$ cat src/rtl/vpl_pkg.sv
package vpl_pkg;
  localparam int BYTE_BITS = 8;
  localparam int CNT_W = $clog2(BYTE_BITS);

  typedef struct packed {
    logic clear;     // selected capture: restart count and address
    logic shiftEn;   // selected shift edge
    logic byteDone;  // this shift edge completes a byte
  } vpl_strobes_t;
endpackage

$ cat src/rtl/vpl_ctrl.sv
module vpl_ctrl
  import vpl_pkg::*;
#(
  parameter int PAGE_BYTES = 128,
  localparam int ADDR_W = $clog2(PAGE_BYTES)
) (
  input  logic              tck,
  input  logic              rstN,
  input  logic              regSel,
  input  logic              captureDr,
  input  logic              shiftDr,
  output vpl_strobes_t      strobes,
  output logic [ADDR_W-1:0] byteAddr
);
  localparam logic [ADDR_W-1:0] LAST_ADDR = ADDR_W'(PAGE_BYTES - 1);
  localparam logic [CNT_W-1:0]  LAST_BIT  = CNT_W'(BYTE_BITS - 1);

  logic [CNT_W-1:0] bitCnt;

  always_comb begin
    strobes.clear    = regSel && captureDr && !shiftDr;
    strobes.shiftEn  = regSel && shiftDr;
    strobes.byteDone = strobes.shiftEn && (bitCnt == LAST_BIT);
  end

  always_ff @(posedge tck or negedge rstN) begin
    if (!rstN) begin
      bitCnt   <= '0;
      byteAddr <= '0;
    end else if (strobes.clear) begin
      bitCnt   <= '0;
      byteAddr <= '0;
    end else if (strobes.shiftEn) begin
      bitCnt <= (bitCnt == LAST_BIT) ? '0 : bitCnt + 1'b1;
      if (strobes.byteDone)
        byteAddr <= (byteAddr == LAST_ADDR) ? '0 : byteAddr + 1'b1;
    end
  end

  AST_CAPTURE_CLEARS: assert property (@(posedge tck) disable iff (!rstN)
    (regSel && captureDr && !shiftDr) |=> (byteAddr == '0));

  AST_DESELECT_HOLDS: assert property (@(posedge tck) disable iff (!rstN)
    !regSel |=> $stable(byteAddr));
endmodule

$ cat src/rtl/vpl_datapath.sv
module vpl_datapath
  import vpl_pkg::*;
#(
  parameter int PAGE_BYTES = 128,
  localparam int ADDR_W = $clog2(PAGE_BYTES)
) (
  input  logic                 tck,
  input  logic                 rstN,
  input  vpl_strobes_t         strobes,
  input  logic [ADDR_W-1:0]    byteAddr,
  input  logic                 tdi,
  output logic                 tdo,
  output logic [ADDR_W-1:0]    bufAddr,
  output logic [BYTE_BITS-1:0] bufData,
  output logic                 bufWe
);
  logic [BYTE_BITS-1:0] shiftReg;
  logic [BYTE_BITS-1:0] shiftNext;

  always_comb shiftNext = {tdi, shiftReg[BYTE_BITS-1:1]};

  always_ff @(posedge tck or negedge rstN) begin
    if (!rstN) begin
      shiftReg <= '0;
      bufWe    <= 1'b0;
      bufData  <= '0;
      bufAddr  <= '0;
    end else begin
      if (strobes.shiftEn) shiftReg <= shiftNext;
      bufWe <= strobes.byteDone;
      if (strobes.byteDone) begin
        bufData <= shiftNext;
        bufAddr <= byteAddr;
      end
    end
  end

  assign tdo = shiftReg[0];

  AST_WE_SINGLE_PULSE: assert property (@(posedge tck) disable iff (!rstN)
    bufWe |=> !bufWe);

  AST_WE_AFTER_SHIFT: assert property (@(posedge tck) disable iff (!rstN)
    $rose(bufWe) |-> $past(strobes.shiftEn));

  AST_TDO_ADVANCES: assert property (@(posedge tck) disable iff (!rstN)
    strobes.shiftEn |=> (tdo == $past(shiftReg[1])));
endmodule

$ cat src/rtl/vpage_load_reg.sv
module vpage_load_reg
  import vpl_pkg::*;
#(
  parameter int WORD_BITS  = 16,
  parameter int PAGE_WORDS = 64,
  localparam int PAGE_BYTES = PAGE_WORDS * WORD_BITS / BYTE_BITS,
  localparam int ADDR_W = $clog2(PAGE_BYTES)
) (
  input  logic                 tck,
  input  logic                 rstN,
  input  logic                 regSel,
  input  logic                 captureDr,
  input  logic                 shiftDr,
  input  logic                 updateDr,
  input  logic                 tdi,
  output logic                 tdo,
  output logic [ADDR_W-1:0]    bufAddr,
  output logic [BYTE_BITS-1:0] bufData,
  output logic                 bufWe
);
  vpl_strobes_t      strobes;
  logic [ADDR_W-1:0] byteAddr;

  vpl_ctrl #(.PAGE_BYTES(PAGE_BYTES)) i_ctrl (
    .tck(tck), .rstN(rstN), .regSel(regSel), .captureDr(captureDr),
    .shiftDr(shiftDr), .strobes(strobes), .byteAddr(byteAddr)
  );

  vpl_datapath #(.PAGE_BYTES(PAGE_BYTES)) i_datapath (
    .tck(tck), .rstN(rstN), .strobes(strobes), .byteAddr(byteAddr),
    .tdi(tdi), .tdo(tdo), .bufAddr(bufAddr), .bufData(bufData), .bufWe(bufWe)
  );

  AST_UPDATE_NO_WRITE: assert property (@(posedge tck) disable iff (!rstN)
    (updateDr && !shiftDr) |=> !bufWe);
endmodule

$ cat config.mk
export PLATFORM = sky130hd
export DESIGN_NAME = vpage_load_reg
export DESIGN_NICKNAME = d
export VERILOG_FILES = /design/src/rtl/vpl_pkg.sv /design/src/rtl/vpl_ctrl.sv /design/src/rtl/vpl_datapath.sv /design/src/rtl/vpage_load_reg.sv
export SDC_FILE = /design/constraint.sdc
export NUM_CORES = 1
export LEC_CHECK = 0
export BUFFER_PORTS_ARGS = -buffer_cell sky130_fd_sc_hd__buf_2
export CAP_MARGIN = 0
export CORE_MARGIN = 3
export CORE_UTILIZATION = 58
export CTS_CLUSTER_SIZE = 20
export DETAILED_ROUTE_END_ITERATION = 16
export GPL_ROUTABILITY_DRIVEN = 0
export PLACE_DENSITY = 0.82
export SLEW_MARGIN = 25
export SYNTH_ARGS = -nofsm -noshare
export SYNTH_HDL_FRONTEND = slang
export SYNTH_HIERARCHICAL = 1
export SYNTH_SLANG_ARGS = --single-unit
$ cat constraint.sdc
create_clock -name tck -period 4.65 [get_ports tck]
set_clock_uncertainty 0.1 [all_clocks]
set_input_delay 1.1625 -clock tck [delete_from_list [all_inputs] [get_ports tck]]
set_output_delay 1.1625 -clock tck [all_outputs]
set_load 0.02 [all_outputs]
==> impl_metrics.yaml <==
floorplan:
  die_w_um: 56.2
  core-area_um2: 2300
  die_h_um: 56.2
  io-pin-count: 24
  num_rows: 17
  initial_core_util_pct: 63.6
  dieArea_um2: 3160
run:
  max_cap_viol_count: 0
placement:
  hpwlAfterDp_um: 1750
  port_buffers: 22
  pre_cts_slack_ps: 2170
clock_network:
  clockBufferDepth: 2
  cts_resized: 0
  clockRootBuffer: "clkbuf_4"
  postCtsHoldBufs: 0
  cts_tree: "done"
  clk_pin_slew_worst_paths_ps: 100
  clock-sinks: 34
  htreeDepth: 2
  postCtsSetupBuffers: 0
  cts_buffers: 5
  clock_latency_ps: 330
routing:
  dr.first_iter.drc_count: 6
  routed_via_density: 5.60
  wire_per_inst_um: 15.7
  vias: 879
  dr.pass1.iters: 2
  drtAntennaViolNets: 0
  totalWireLength_um: 2470
  drcViolationCount: 0
layout:
  final_nets: 138
  mostFrequentLayoutCells: "dfrtp_1 (34), buf_2 (22), mux2_2 (13)"
  final_common_cell: "dfrtp_1"
  drive_gt1_share_pct: 44.2
  fin_util_pct: 70.6
  antenna_cells: 0
  area.growth.synth_to_final_pct: 11.0
sta:
  hold_viol: 0
  setup_viol: 0
  fin_ws_ps: 2490
  max_slew_margin_pct: 51.5
  tns_ps: 0
  min_period_ps: 2160
  fmax_ghz: 0.464
  rsz0062_at_grt: "no"
  finalMaxSlewViolations: 0
  fin_crit_sh_pct: 46.4
  worstMarginPinSlew_ps: 727
synthesis:
  synth.distinct_cells: 28
  synth-seq-cells: 34
  synth_fp_nets: 113
  synth_compound_area_share_pct: 4.54
  syn_avg_cell_area_um2: 14.2
  ys.warnings.count: 6
  synthAdderAreaFrac_pct: 2.57
  syn_area_um2: 1460
  synthXorXnorAreaFrac_pct: 1.80
  synth_mux_area_share_pct: 20.3
  synth-seq-area-share_pct: 58.2
  synth_top_family_by_area: "multiplexers"
  synth_simple_gate_area_share_pct: 8.73
  synthCells: 103
grt:
  grt_max_degree: 35
  grt_usage_pct: 18.2
  grt_pass1_vias: 889
  grt_first_pass_wirelength_um: 4310
  antenna_found_initial: 0
  overflow: 0
critical_path:
  end_kind: "flip-flop"
  crit_family: "buffers and inverters"
  cp_slowest_cell: "clkinv_2"
  crit_path_max_fanout: 22
  worstSetupPathType: "in -> reg"
  path_cells: "buf_2 -> nand3_2 -> clkinv_2 -> nand4_1 -> xor2_1 -> nor2_1"
  slowest_delay_ps: 370
  required_ps: 4750
  start_kind: "input pin"
  cp.arrival_ps: 2260
  worst-path-buf-inv: 2
outcome:
  status: "completed"
power:
  powerDensity_nw_per_um2: 422
  ir_drop_v: 0.000445
  p_leak_nw: 0.851
hold_path:
  hold_class: "reg -> reg"
-- logic make-up after synthesis --
| family | after synthesis |
|---|---|
| multiplexers | 23 |
| flip-flops | 34 |
| AND/OR/NAND/NOR | 23 |
| XOR/XNOR | 3 |
| adder cells (fa/ha/maj) | 3 |
| AO/OA/AOI/OAI | 10 |
| buffers and inverters | 7 |
-- worst reg2reg max path, cell delays in order (launching register included) --
cell and delay, ps:
dfrtp_1 410, ha_1 210, ha_1 220, nand3_2 140
clkinv_2 370, nand4_1 260, xor2_1 160, nor2_1 70
-- per-layer routing --
layer	vias to the layer above	part of all wire [%]	track usage [%]	wire [µm]
met1	437	42	21.1	1030
met3	4	6.2	8.35	153
met4	0	1.0	6.10	25
met5	-	0	0	0
li1	418	-	-	-
met2	20	51	29.7	1260
-- where the power goes --
group / internal [W] / switching, W
sequential: 0.000350 / 0.0000336
combinational: 0.0000679 / 0.0000686
clock: 0.0000732 / 0.0000922
-- state kept, by name, indices dropped and copies added, names as in the netlist --
signal and cells:
i_ctrl/byteAddr 7, i_datapath/shiftReg 8, i_datapath/bufAddr 7, i_datapath/bufWe 1
i_ctrl/bitCnt 3, i_datapath/bufData 8
-- final timing paths --
check / start / end / slack (ps) / cells past startpoint
worst max-delay path: shiftDr / i_ctrl/byteAddr[4]$_DFFE_PN0P_ / 2490 / 6
worst max register to register: i_ctrl/bitCnt[0]$_DFFE_PN0P_ / i_ctrl/byteAddr[4]$_DFFE_PN0P_ / 2580 / 7
worst min-delay path: i_datapath/bufData[0]$_DFFE_PN0P_ / i_datapath/bufData[0]$_DFFE_PN0P_ / 410 / 1
min in group asynchronous: rstN / i_datapath/bufAddr[3]$_DFFE_PN0P_ / 780 / 1
max in group asynchronous: rstN / i_datapath/bufData[1]$_DFFE_PN0P_ / 3210 / 1
worst min register to register: i_datapath/bufData[0]$_DFFE_PN0P_ / i_datapath/bufData[0]$_DFFE_PN0P_ / 410 / 1
-- through the flow --
step	cell area (µm²)	hold WS (ps)	std cells	total power [W]
2_1_floorplan	1460	392	103	0.000479
3_3_place_gp	1560	387	149	0.000519
3_5_place_dp	1560	389	149	0.000527
4_1_cts	1620	413	157	0.000695
5_1_grt	1620	436	157	0.000729
6_report	1620	408	157	0.000685
-- synthesized netlist by cell type --
| cell | instances | area (µm²) |
|---|---|---|
| dfrtp_1 | 34 | 851 |
| nand4_1 | 2 | 12.5 |
| buf_2 | 1 | 5.00 |
| a21oi_1 | 2 | 10.0 |
| buf_12 | 1 | 20.0 |
| buf_4 | 1 | 7.51 |
| nor4_1 | 1 | 6.26 |
| and3_1 | 1 | 6.26 |
| nand3_2 | 1 | 10.0 |
| nand4_2 | 1 | 12.5 |
| mux2_4 | 10 | 150 |
| nor2_1 | 5 | 18.8 |
| o2bb2ai_1 | 1 | 8.76 |
| a211oi_1 | 1 | 7.51 |
| or3_1 | 1 | 6.26 |
| ha_1 | 3 | 37.5 |
| nor2_4 | 1 | 11.3 |
| buf_6 | 1 | 11.3 |
| a32o_2 | 1 | 11.3 |
| mux2_2 | 13 | 146 |
| nand2_1 | 8 | 30.0 |
| clkinv_2 | 1 | 5.00 |
| and3b_1 | 1 | 8.76 |
| o21ai_0 | 4 | 20.0 |
| nand3_1 | 1 | 5.00 |
| inv_1 | 2 | 7.51 |
| o32ai_1 | 1 | 8.76 |
| xor2_1 | 3 | 26.3 |
-- layout make-up --
cell class	instances	area [µm²]
Sequential cell	34	851
Fill cell	171	674
Multi-Input combinational cell	62	554
Timing Repair Buffer	22	110
Clock buffer	7	55.1
Tap cell	28	35.0
Inverter	3	12.5
Clock inverter	1	5.00
No activity file was read; power rests on OpenSTA's default activity.
